**src/rtl/tmr_wdt_pkg.sv**
```systemverilog
package tmr_wdt_pkg;

    localparam int DATA_W  = 8;
    localparam int RATIO_W = 3;

    localparam logic ADDR_COUNT = 1'b0;
    localparam logic ADDR_CTRL  = 1'b1;

    // control byte bit positions
    localparam int B_ASSIGN = 3;
    localparam int B_SRC    = 4;
    localparam int B_EDGE   = 5;
    localparam int B_OVF    = 6;
    localparam int B_DIV4   = 7;

    typedef struct packed {
        logic               div4;
        logic               fall_edge;
        logic               src_ext;
        logic               pre_to_wdt;
        logic [RATIO_W-1:0] ratio;
    } ctrl_t;

endpackage

```
**src/rtl/tw_tick_src.sv**
```systemverilog
module tw_tick_src (
    input  logic clk,
    input  logic rst_n,
    input  logic ext_pin,
    input  logic src_ext,
    input  logic fall_edge,
    input  logic div4,
    output logic step
);
    typedef struct packed {
        logic       s1;
        logic       s2;
        logic       s3;
        logic [1:0] div;
    } src_st_t;

    src_st_t st_d, st_q;
    logic int_tick, ext_rise, ext_fall;

    always_comb begin
        st_d     = st_q;
        st_d.s1  = ext_pin;
        st_d.s2  = st_q.s1;
        st_d.s3  = st_q.s2;
        st_d.div = st_q.div + 2'd1;
    end

    always_ff @(posedge clk or negedge rst_n) begin
        if (!rst_n) st_q <= '0;
        else        st_q <= st_d;
    end

    assign int_tick = div4 ? (st_q.div == 2'b11) : st_q.div[0];
    assign ext_rise = st_q.s2 & ~st_q.s3;
    assign ext_fall = ~st_q.s2 & st_q.s3;
    assign step     = src_ext ? (fall_edge ? ext_fall : ext_rise) : int_tick;

endmodule

```
**src/rtl/tw_prescaler.sv**
```systemverilog
module tw_prescaler #(
    parameter int RATIO_W = 3
) (
    input  logic               clk,
    input  logic               rst_n,
    input  logic               clr,
    input  logic               pulse_in,
    input  logic [RATIO_W-1:0] ratio,
    input  logic               to_wdt,
    output logic               pulse_out
);
    localparam int PRE_W = 1 << RATIO_W;
    localparam int EXP_W = RATIO_W + 1;

    logic [PRE_W-1:0] cnt_d, cnt_q;
    logic [PRE_W:0]   tap_hit;
    logic [EXP_W-1:0] tap_sel;

    assign tap_hit[0] = 1'b1;
    for (genvar i = 1; i <= PRE_W; i++) begin : g_tap
        assign tap_hit[i] = &cnt_q[i-1:0];
    end

    // counter side runs one tap coarser than the watchdog side
    assign tap_sel   = EXP_W'(ratio) + EXP_W'(!to_wdt);
    assign pulse_out = pulse_in & ~clr & tap_hit[tap_sel];

    always_comb begin
        cnt_d = cnt_q;
        if (clr)           cnt_d = '0;
        else if (pulse_in) cnt_d = cnt_q + 1'b1;
    end

    always_ff @(posedge clk or negedge rst_n) begin
        if (!rst_n) cnt_q <= '0;
        else        cnt_q <= cnt_d;
    end

endmodule

```
**src/rtl/tw_wdog.sv**
```systemverilog
module tw_wdog #(
    parameter int LIMIT = 18
) (
    input  logic clk,
    input  logic rst_n,
    input  logic en,
    input  logic clr,
    input  logic step,
    output logic expire
);
    localparam int CW = (LIMIT > 1) ? $clog2(LIMIT) : 1;
    localparam logic [CW-1:0] LAST = CW'(LIMIT - 1);

    typedef struct packed {
        logic [CW-1:0] cnt;
        logic          fire;
    } wd_st_t;

    wd_st_t st_d, st_q;

    always_comb begin
        st_d      = st_q;
        st_d.fire = 1'b0;
        if (!en || clr) begin
            st_d.cnt = '0;
        end else if (step) begin
            if (st_q.cnt == LAST) begin
                st_d.cnt  = '0;
                st_d.fire = 1'b1;
            end else begin
                st_d.cnt = st_q.cnt + 1'b1;
            end
        end
    end

    always_ff @(posedge clk or negedge rst_n) begin
        if (!rst_n) st_q <= '0;
        else        st_q <= st_d;
    end

    assign expire = st_q.fire;

endmodule

```
**src/rtl/tmr_wdt_top.sv**
```systemverilog
module tmr_wdt_top
    import tmr_wdt_pkg::*;
#(
    parameter int WDT_LIMIT = 18
) (
    input  logic              clk,
    input  logic              rst_n,
    input  logic              reg_wr,
    input  logic              reg_addr,
    input  logic [DATA_W-1:0] reg_wdata,
    output logic [DATA_W-1:0] reg_rdata,
    input  logic              ext_cnt_in,
    input  logic              wdt_tick,
    input  logic              wdt_en,
    input  logic              wdt_clr,
    output logic              ovf_flag,
    output logic              wdt_rst
);
    typedef struct packed {
        ctrl_t             ctl;
        logic [DATA_W-1:0] cnt;
        logic              ovf;
    } top_st_t;

    top_st_t st_d, st_q;

    logic cnt_wr, ctl_wr;
    logic src_step, pre_in, pre_out, pre_clr, tmr_step, wdt_step;
    logic [DATA_W-1:0] cnt_q;

    assign cnt_wr = reg_wr && (reg_addr == ADDR_COUNT);
    assign ctl_wr = reg_wr && (reg_addr == ADDR_CTRL);
    assign cnt_q  = st_q.cnt;

    tw_tick_src u_src (
        .clk       (clk),
        .rst_n     (rst_n),
        .ext_pin   (ext_cnt_in),
        .src_ext   (st_q.ctl.src_ext),
        .fall_edge (st_q.ctl.fall_edge),
        .div4      (st_q.ctl.div4),
        .step      (src_step)
    );

    assign pre_in  = st_q.ctl.pre_to_wdt ? wdt_tick : src_step;
    assign pre_clr = cnt_wr | (wdt_clr & st_q.ctl.pre_to_wdt);

    tw_prescaler #(.RATIO_W(RATIO_W)) u_pre (
        .clk       (clk),
        .rst_n     (rst_n),
        .clr       (pre_clr),
        .pulse_in  (pre_in),
        .ratio     (st_q.ctl.ratio),
        .to_wdt    (st_q.ctl.pre_to_wdt),
        .pulse_out (pre_out)
    );

    assign tmr_step = st_q.ctl.pre_to_wdt ? src_step : pre_out;
    assign wdt_step = st_q.ctl.pre_to_wdt ? pre_out  : wdt_tick;

    tw_wdog #(.LIMIT(WDT_LIMIT)) u_wdog (
        .clk    (clk),
        .rst_n  (rst_n),
        .en     (wdt_en),
        .clr    (wdt_clr),
        .step   (wdt_step),
        .expire (wdt_rst)
    );

    always_comb begin
        st_d = st_q;
        if (ctl_wr) begin
            st_d.ctl.ratio      = reg_wdata[RATIO_W-1:0];
            st_d.ctl.pre_to_wdt = reg_wdata[B_ASSIGN];
            st_d.ctl.src_ext    = reg_wdata[B_SRC];
            st_d.ctl.fall_edge  = reg_wdata[B_EDGE];
            st_d.ctl.div4       = reg_wdata[B_DIV4];
            if (!reg_wdata[B_OVF]) st_d.ovf = 1'b0;
        end
        if (cnt_wr) begin
            st_d.cnt = reg_wdata;
        end else if (tmr_step) begin
            st_d.cnt = st_q.cnt + 1'b1;
            if (&st_q.cnt) st_d.ovf = 1'b1;
        end
    end

    always_ff @(posedge clk or negedge rst_n) begin
        if (!rst_n) st_q <= '0;
        else        st_q <= st_d;
    end

    always_comb begin
        if (reg_addr == ADDR_COUNT) begin
            reg_rdata = st_q.cnt;
        end else begin
            reg_rdata                = '0;
            reg_rdata[RATIO_W-1:0]   = st_q.ctl.ratio;
            reg_rdata[B_ASSIGN]      = st_q.ctl.pre_to_wdt;
            reg_rdata[B_SRC]         = st_q.ctl.src_ext;
            reg_rdata[B_EDGE]        = st_q.ctl.fall_edge;
            reg_rdata[B_OVF]         = st_q.ovf;
            reg_rdata[B_DIV4]        = st_q.ctl.div4;
        end
    end

    assign ovf_flag = st_q.ovf;

endmodule

```
**config.mk**
```make
export PLATFORM = sky130hd
export DESIGN_NAME = tmr_wdt_top
export DESIGN_NICKNAME = d
export VERILOG_FILES = /design/src/rtl/tmr_wdt_pkg.sv /design/src/rtl/tw_tick_src.sv /design/src/rtl/tw_prescaler.sv /design/src/rtl/tw_wdog.sv /design/src/rtl/tmr_wdt_top.sv
export SDC_FILE = /design/constraint.sdc
export NUM_CORES = 1
export LEC_CHECK = 0
export ABC_AREA = 1
export BUFFER_PORTS_ARGS = -buffer_cell sky130_fd_sc_hd__buf_2
export CAP_MARGIN = 20
export CORE_MARGIN = 1
export CORE_UTILIZATION = 54
export CTS_CLUSTER_DIAMETER = 120
export DETAILED_ROUTE_END_ITERATION = 10
export GPL_TIMING_DRIVEN = 0
export PLACE_DENSITY = 0.75
export SETUP_SLACK_MARGIN = 0.1
export SYNTH_ARGS = -nofsm -noshare
export SYNTH_HDL_FRONTEND = slang
export SYNTH_HIERARCHICAL = 1
export SYNTH_SLANG_ARGS = --single-unit
```
**constraint.sdc**
```tcl
create_clock -name clk -period 3.2 [get_ports clk]
set_input_delay 0.64 -clock clk [delete_from_list [all_inputs] [get_ports clk]]
set_output_delay 0.64 -clock clk [all_outputs]
set_load 0.05 [all_outputs]
```
**Word level (Yosys, flattened, before mapping)**

Index checks and enable logic that the tools add are counted.

- Add/subtract/negate cells: 5
- Reductions and logical operators: 16
- Bitwise gates (word level): 10
- Equality and inequality tests: 2
- Order comparisons: 1
- Mux-type cells: 22

Operator list:

| cell | number |
|---|---|
| $mux W8 | 4 |
| $add A8 B1 Y8 const B | 2 |
| $reduce_and A8 Y1 | 2 |
| $mux W1 | 13 |
| $mux W5 | 2 |
| $mux W9 | 1 |
| $reduce_and A7 Y1 | 1 |
| $mux W6 | 1 |
| $reduce_and A6 Y1 | 1 |
| $reduce_bool A2 Y1 | 3 |
| $add A5 B1 Y5 const B | 1 |
| $and A1 B1 Y1 | 5 |
| $eq A5 B5 Y1 const B | 1 |
| $lt A4 B5 Y1 const B | 1 |
| $reduce_and A5 Y1 | 1 |
| $add A3 B1 Y4 | 1 |
| $bmux W1 S4 | 1 |
| $not A1 Y1 | 4 |
| $reduce_and A4 Y1 | 1 |
| $reduce_and A3 Y1 | 1 |
| $add A2 B1 Y2 const B | 1 |
| $eq A2 B2 Y1 const B | 1 |
| $logic_and A1 B1 Y1 | 2 |
| $logic_not A1 Y1 | 2 |
| 3 further kinds | 3 |

- Register bits: 35
- Output and inout port bits: 10
- Input port bits: 16
- Word-level logic and storage cells: 70

**Longest topological paths before layout**

Gate-level depths: netlist of run 1.

- Depth in word-level cells: 10
- Depth in mapped cells: 19
- Gate-level depth less buffers: 19

**Modules after synthesis**

The synthesis of run 1 kept the hierarchy.

By module, submodules not included:

| module | sequential area each (sq um) | instances | area each (sq um) | cells an instance |
|---|---|---|---|---|
| tmr_wdt_top | 400.4 | 1 | 1007.2 | 137 |
| tw_prescaler | 200.2 | 1 | 610.6 | 93 |
| tw_wdog | 150.1 | 1 | 352.8 | 45 |
| tw_tick_src | 125.1 | 1 | 192.7 | 19 |

**Worst setup path after synthesis of run 1**

No wires, ideal clock.

- Kind: input port to output port
- From: input port reg_addr
- To: output port reg_rdata[5]
- Buffers on the path: 2
- Data required time: 2.560 ns
- Slack: 0.512 ns
- Stages on the path: 3
- Arrival time: 2.048 ns
- Cell sequence: buf_4 buf_2 o21ai_0

- Cells in the longest elaborated chain, start to end: 1

Ends and longest elaborated chain:

| element | line | text |
|---|---|---|
| from (decl) | tmr_wdt_top.sv:9 | `input logic reg_addr,` |
| $mux W8 | tmr_wdt_top.sv:94 | `if (reg_addr == ADDR_COUNT) begin` |
| to (decl) | tmr_wdt_top.sv:11 | `output logic [DATA_W-1:0] reg_rdata,` |

No other way between the ends.

**Final worst setup path of run 1**

- From: register u_src/st_q[0] (netlist name)
- To: register u_wdog/st_q[5] (netlist name)

- Cells in the longest elaborated chain, start to end: 8

Ends and longest elaborated chain:

| element | line | text |
|---|---|---|
| from (decl) | tw_tick_src.sv:17 | `src_st_t st_d, st_q;` |
| from (signal assigned) | tw_tick_src.sv:30 | `else st_q <= st_d;` |
| $eq A2 B2 Y1 | tw_tick_src.sv:33 | `assign int_tick = div4 ? (st_q.div == 2'b11) : st_q.div[0];` |
| $mux W1 * | tw_tick_src.sv:33 |  |
| $mux W1 * | tw_tick_src.sv:36 | `assign step = src_ext ? (fall_edge ? ext_fall : ext_rise) : int_tick;` |
| via src_step | tmr_wdt_top.sv:28 | `logic src_step, pre_in, pre_out, pre_clr, tmr_step, wdt_step;` |
| $mux W1 * | tmr_wdt_top.sv:45 | `assign pre_in = st_q.ctl.pre_to_wdt ? wdt_tick : src_step;` |
| via pre_in | tmr_wdt_top.sv:28 |  |
| $and A1 B1 Y1 * (2 in a row) | tw_prescaler.sv:26 | `assign pulse_out = pulse_in & ~clr & tap_hit[tap_sel];` |
| via pre_out | tmr_wdt_top.sv:28 |  |
| $mux W1 * | tmr_wdt_top.sv:59 | `assign wdt_step = st_q.ctl.pre_to_wdt ? pre_out : wdt_tick;` |
| via wdt_step | tmr_wdt_top.sv:28 |  |
| $reduce_bool A2 Y1 (no line) * | - |  |
| to (signal assigned) | tw_wdog.sv:38 | `else st_q <= st_d;` |
| to (decl) | tw_wdog.sv:19 | `wd_st_t st_d, st_q;` |

Mark *: on every way through the listed nets, which the timed path passes. The rest lies on a longest branch.
A chain may end at the register's enable or synchronous reset.

==> results.toml, run 1 <==
[grt]
met3_usage = 0.0417
grt_pass1_vias = 1734
antenna_found_initial = 0
use_met1 = 0.300
grt_max_degree = 36
grt_pass1_wl_um = 7530
grt_usage = 0.231
gr-total-overflow = 0
grt_busiest_layer = "met2"
grt_util_met2 = 0.381

[logic_synthesis]
synth-adder-area-share = 0.0521
yosys_warnings = 6
syn-cell-area_sq_um = 2160
synthXorXnorAreaFrac = 0.00405
synth_area_leader_cell = "dfrtp_1"
synthFlopType = "dfrtp_1"
yosys-mux-area-fraction = 0.0312
netlist_instances = 294
synth-simple-area-share = 0.349
synth_top_family_by_area = "simple AND/OR/NAND/NOR gates"
synth_compound_area_frac = 0.0717
ys_seq_elements = 35
synth_edf_count = 0
syn_nets = 319
netlist_top_cells_area = "dfrtp_1 40%, nand2_1 18%, inv_1 6.2%"
synth_common_cells = "103 x nand2_1, 36 x inv_1, 35 x dfrtp_1, 25 x nand3_1, 24 x nor2_1"
synth_cell_types = 29
syn_area_per_cell_sq_um = 7.36
async_reset_ff_frac = 1.00
netlist.area_leader.share = 0.405
synth_seq_area_share = 0.405
synth_most_common_cell = "nand2_1"

[floorplanning]
start_util = 0.578
die_area_sq_um = 4260
core_area_sq_um = 3740
ioPinCount = 26
dieHeight_um = 65.3
fp.dieW_um = 65.3
fp-row-count = 22

[sta]
hold_viol_final = 0
finalClockSkew_ps = 4.32
max_freq_mhz = 367
finalSetupViolCount = 0
slew_headroom = 0.482
fin_ws_ps = 472
timing.setup.tns_ps = 0
period_share = 0.853
final-max-slew-violation-count = 0
period_minus_slack_ps = 2730
tightest_slew_ps = 777
rsz0062_at_grt = "no"

[critical_path]
cp_max_fo = 5
cp-start-kind = "flip-flop"
end_kind = "flip-flop"
worstPathCellList = "ha_1 -> inv_1 -> nand2_1 -> o211ai_1 -> nand2_1 -> inv_1 -> o21ai_0 -> inv_1 -> nor2_2 -> nand2_1 -> a21oi_2 -> inv_1 -> o21ai_0 -> inv_1 -> nor2_1 -> nand2_4 -> o21ai_1"
path_delay_family = "compound AO/OA/AOI/OAI gates"
cp.arrival_ps = 2950
critPathMaxStageDelay_ps = 370
cp_slowest_cell = "dfrtp_1"
crit_buf_inv = 5
required_ps = 3420
path_common_cell = "inv_1"
crit_type = "flip-flop to flip-flop"

[route]
ant_nets = 0
dr.pass1.iters = 4
drc = 0
viasPerCell = 5.00
drt_iter0_drc = 145
totalWireLength_um = 4270
vias = 1869
wl_per_cell_um = 11.4

[placed_design]
hpwlAfterDp_um = 3250
numPlacedInstances = 366
portBuffers = 24
dp_slack_ps = 362
gp_congestion = 0.934

[clock_tree]
postCtsSetupRepairBufs = 0
clk-insertion-delay-late_ps = 290
clkTransAtPathRegs_ps = 70
clock_path_buffers = 2
hold_buffers = 0
cts_tree = "yes"
cts_sinks = 35
cts_buffers = 5
h-tree-depth = 2
root_buffer = "clkbuf_8"

[finish]
syn2layout_area_growth_pct = 12.6
drive_gt1_frac = 0.196
final_core_util = 0.650
nNetsFinal = 350
num_antenna_cells = 0
final_cells = 374

[status]
outcome = "complete, no violations"

[power_and_ir_drop]
power_density_nw_per_um2 = 541
irDropWorstVdd_mv = 0.492
p_leak_nw = 1.30

[min_path]
min_path_type = "flip-flop to flip-flop"

[job]
drv_cap = 0
timing repair:
item / in CTS / in global routing
endpoints found under the setup margin: 0 / 5
gates resized for setup: 0 / 1
hold endpoints to repair: 0 / 0
per-layer routing:
| metal | share of wire | vias to the layer above |
|---|---|---|
| met5 | 0 | - |
| met4 | 0.015 | 0 |
| met3 | 0.048 | 5 |
| met2 | 0.46 | 43 |
| met1 | 0.48 | 841 |
| li1 | - | 980 |
worst paths after layout:
| kind | start | end | slack (ps) | depth (start not counted) |
|---|---|---|---|---|
| min reg2reg | u_src/st_d[3] | u_src/st_d[2] | 360 | 0 |
| max | u_src/st_q[0] | u_wdog/st_q[5] | 470 | 17 |
| max in group asynchronous | rst_n | u_pre/cnt_q[0] | 2280 | 1 |
| min | u_src/st_d[3] | u_src/st_d[2] | 360 | 0 |
| min in group asynchronous | rst_n | u_pre/cnt_q[6] | 430 | 1 |
| max reg2reg | u_src/st_q[0] | u_wdog/st_q[5] | 470 | 17 |
flip-flops by register name, summed over array words and instances (netlist names):
name and count:
u_src/st_d 2, u_wdog/st_q 5, cnt_q 8, u_pre/cnt_q 8, u_wdog/expire 1, u_src/st_q 3
st_q 7, ovf_flag 1
power by group:
| group | total (mW) | leakage, nW | switching (mW) | internal (mW) |
|---|---|---|---|---|
| sequential | 0.566 | 0.447 | 0.0669 | 0.500 |
| combinational | 0.431 | 0.811 | 0.293 | 0.138 |
| clock | 0.320 | 0.0402 | 0.169 | 0.151 |
| total | 1.32 | 1.30 | 0.529 | 0.789 |
placed cells by master, fill, tap and decap left out, drive strengths merged:
| cell type | Yosys | routed |
|---|---|---|
| nand2 | 111 | 111 |
| nand3 | 26 | 26 |
| nor2 | 28 | 28 |
| o21a | 1 | 1 |
| a21oi | 4 | 4 |
| xnor2 | 1 | 1 |
| ha | 9 | 9 |
| buf | 3 | 27 |
| mux2 | 6 | 6 |
| o22ai | 1 | 1 |
| nand4 | 2 | 2 |
| inv | 42 | 42 |
| clkbuf | 0 | 5 |
| clkinv | 1 | 2 |
| o21ai | 19 | 19 |
| dfrtp | 35 | 35 |
| o21bai | 1 | 1 |
| clkinvlp | 0 | 2 |
| nand3b | 3 | 3 |
| o211ai | 1 | 1 |
cells by family after synthesis:
group / count (synthesis)
DFF: 35
AOI/OAI and AO/OA: 27
muxes: 6
and+or+nand+nor: 170
buffers and inverters: 46
adders and majority gates: 9
xor gates and xnor gates: 1
area by class of cell:
class	count	area (sq um)
Fill cell	341	1310
Multi-Input combinational cell	213	1100
Sequential cell	35	876
Inverter	43	164
Timing Repair Buffer	24	120
Clock buffer	5	68.8
Tap cell	48	60.1
Buffer	3	23.8
Clock inverter	3	20.0
stage by stage:
stage                     hold slack, ps  power (mW)  instance area, sq um
after floorplan                      331       0.896                  2160
after detailed placement             343        1.00                  2340
after CTS                            361        1.32                  2430
final                                355        1.32                  2430
after global routing                 364        1.41                  2430
after global placement               332       0.993                  2340
(Power assumes the default switching activity.)
==> inputs of run 2 (changes only) <==
Settings changed: ABC_AREA 1 to default.
==> results.toml, run 2 <==
[sta]
holdWs_ps = 364
timing.setup.tns_ps = 0
hold_viol_final = 0
slew_headroom = 0.473
rsz0062_at_grt = "no"
max_freq_mhz = 341
fin_ws_ps = 270
period_minus_slack_ps = 2930
finalSetupViolCount = 0
finalClockSkew_ps = 6.66
period_share = 0.916
tightest_slew_ps = 791
final-max-slew-violation-count = 0

[power_and_ir_drop]
seqPwrFrac = 0.476
irDropWorstVdd_mv = 0.269
p_leak_nw = 1.01
design_power_total_mw = 1.16
power.share.clock = 0.209
power_density_nw_per_um2 = 527
power_frac_comb = 0.315
p_sw_mw = 0.436
swShare = 0.375
intPower_mw = 0.727

[critical_path]
worstPathCellList = "buf_2 -> nor2b_1 -> clkbuf_2 -> buf_2 -> a21o_2 -> clkbuf_1 -> nor2b_2 -> o211ai_1 -> a31o_1 -> o21ai_2 -> mux2_2 -> buf_2 -> nand3_1 -> a211o_1 -> a21oi_1"
required_ps = 3470
end_kind = "flip-flop"
crit_type = "input port to flip-flop"
crit_start = "reg_addr"
r2r-end = "cnt_q[2]"
crit_buf_inv = 5
cp_max_fo = 10
cp-start-kind = "input port"
path_depth = 15
critPathMaxStageDelay_ps = 250
worstSetupEndpoint = "u_wdog/st_q[5]"
cp.arrival_ps = 3200
r2r_setup_slack_ps = 440
r2r_start = "st_q[12]"
path_delay_family = "buffers and inverters"
cp_slowest_cell = "a211o_1"
path_common_cell = "buf_2"
ff2ff_path_depth = 12

[grt]
grt_max_degree = 36
grt_pass1_wl_um = 6620
antenna_found_initial = 0
grt_usage = 0.221
gr-total-overflow = 0
grt_pass1_vias = 1490

[logic_synthesis]
netlist.area_leader.share = 0.446
yosys_warnings = 6
syn_nets = 206
synth_seq_area_share = 0.446
ys_seq_elements = 35
async_reset_ff_frac = 1.00
synth-adder-area-share = 0.0573
netlist_instances = 181
synth_area_leader_cell = "dfrtp_1"
synth_most_common_cell = "dfrtp_1"
syn_area_per_cell_sq_um = 10.9
yosys-mux-area-fraction = 0.139
netlist_top_cells_area = "dfrtp_1 45%, mux2_2 9.7%, ha_1 5.7%"
synth_top_family_by_area = "simple AND/OR/NAND/NOR gates"
synth_common_cells = "35 x dfrtp_1, 17 x mux2_2, 16 x nand2_1, 15 x nor2_1, 9 x ha_1"
synth_cell_types = 40
synth_compound_area_frac = 0.0745
synthFlopType = "dfrtp_1"
synth_edf_count = 0
synth-simple-area-share = 0.199
synthXorXnorAreaFrac = 0.0624
syn-cell-area_sq_um = 1970

[finish]
num_antenna_cells = 0
syn2layout_area_growth_pct = 12.2
drive_gt1_frac = 0.305
reg.largest.list = "cnt_q (8), u_pre/cnt_q (8), st_q (7)"
multi_input_comb_area_sq_um = 1050
final_common_cell = "dfrtp_1"
final_cell_mix = "35 x dfrtp_1, 27 x buf_2, 17 x mux2_2"
nNetsFinal = 237
final_core_util = 0.646
ff_latch_area_sq_um = 876
nFillCells = 289

[min_path]
min_path_type = "input port to asynchronous set/reset pin"

[clock_tree]
hold_buffers = 0
h-tree-depth = 2
postCtsSetupRepairBufs = 0
root_buffer = "clkbuf_4"
cts_sinks = 35
clk-insertion-delay-late_ps = 350
cts_buffers = 5
clock_path_buffers = 2
clkTransAtPathRegs_ps = 110
cts_tree = "yes"

[floorplanning]
fp-row-count = 21
fp.dieW_um = 62.3
core_area_sq_um = 3420
start_util = 0.575
ioPinCount = 26
dieHeight_um = 62.3
die_area_sq_um = 3890

[placed_design]
gp_congestion = 0.828
dp_slack_ps = -370
portBuffers = 24
hpwlAfterDp_um = 2840

[route]
viasPerCell = 5.56
drc = 0
wl_per_cell_um = 14.7
vias = 1440
dr.pass1.iters = 4
totalWireLength_um = 3810
drt_iter0_drc = 59
ant_nets = 0

[status]
outcome = "complete, no violations"

[job]
drv_cap = 0
[run 2: worst min-delay path by stage]
| stage | from | end | slack, ps | depth (start not counted) |
|---|---|---|---|---|
| floorplan | u_src/st_d[3] | u_src/st_d[2] | 330 | 0 |
| global placement | u_src/st_d[3] | u_src/st_d[2] | 330 | 0 |
| detailed placement | u_src/st_d[3] | u_src/st_d[2] | 360 | 0 |
| CTS | rst_n | u_src/st_d[3] | 370 | 1 |
| global route | u_src/st_d[3] | u_src/st_d[2] | 380 | 0 |
| finish | rst_n | cnt_q[7] | 360 | 1 |
[run 2: power by group through the flow]
stage / clock network [mW] / registers (mW) / logic, mW
2_1_floorplan: 0 / 0.546 / 0.294
3_3_place_gp: 0 / 0.558 / 0.354
3_5_place_dp: 0 / 0.563 / 0.365
4_1_cts: 0.254 / 0.554 / 0.367
5_1_grt: 0.269 / 0.565 / 0.401
6_report: 0.243 / 0.553 / 0.366
[run 2: cell families (layout without fill, tap and decap cells)]
family,Yosys count,count (layout)
xor+xnor,14,14
mux,24,24
compound gates,22,22
flops,35,35
fa+ha+maj,9,9
buf+inv,9,41
simple gates,68,68
[run 2: layer usage]
metal / GRT usage / vias up / wire [um]
met2: 0.376 / 25 / 1930
met5: 0 / - / 0
met1: 0.270 / 712 / 1690
met4: 0.0901 / 0 / 44
li1: - / 699 / -
met3: 0.0496 / 4 / 144
[run 2: through the flow]
stage / cell area [sq um] / cells
2_1_floorplan: 1970 / 181
3_3_place_gp: 2140 / 251
3_5_place_dp: 2140 / 251
4_1_cts: 2200 / 259
5_1_grt: 2210 / 259
6_report: 2210 / 259
[run 2: area by class of cell]
type	count	share of cell area
multi-input combinational	137	0.475
sequential	35	0.397
timing repair buffer	24	0.0545
tap	46	0.0261
clock buffer	5	0.0170
buffer	6	0.0159
clock inverter	3	0.00908
inverter	3	0.00510
[run 2: repair_timing]
action	CTS	global route
gates resized for setup	1	4
endpoints found under the setup margin	5	12
pin swaps	0	0
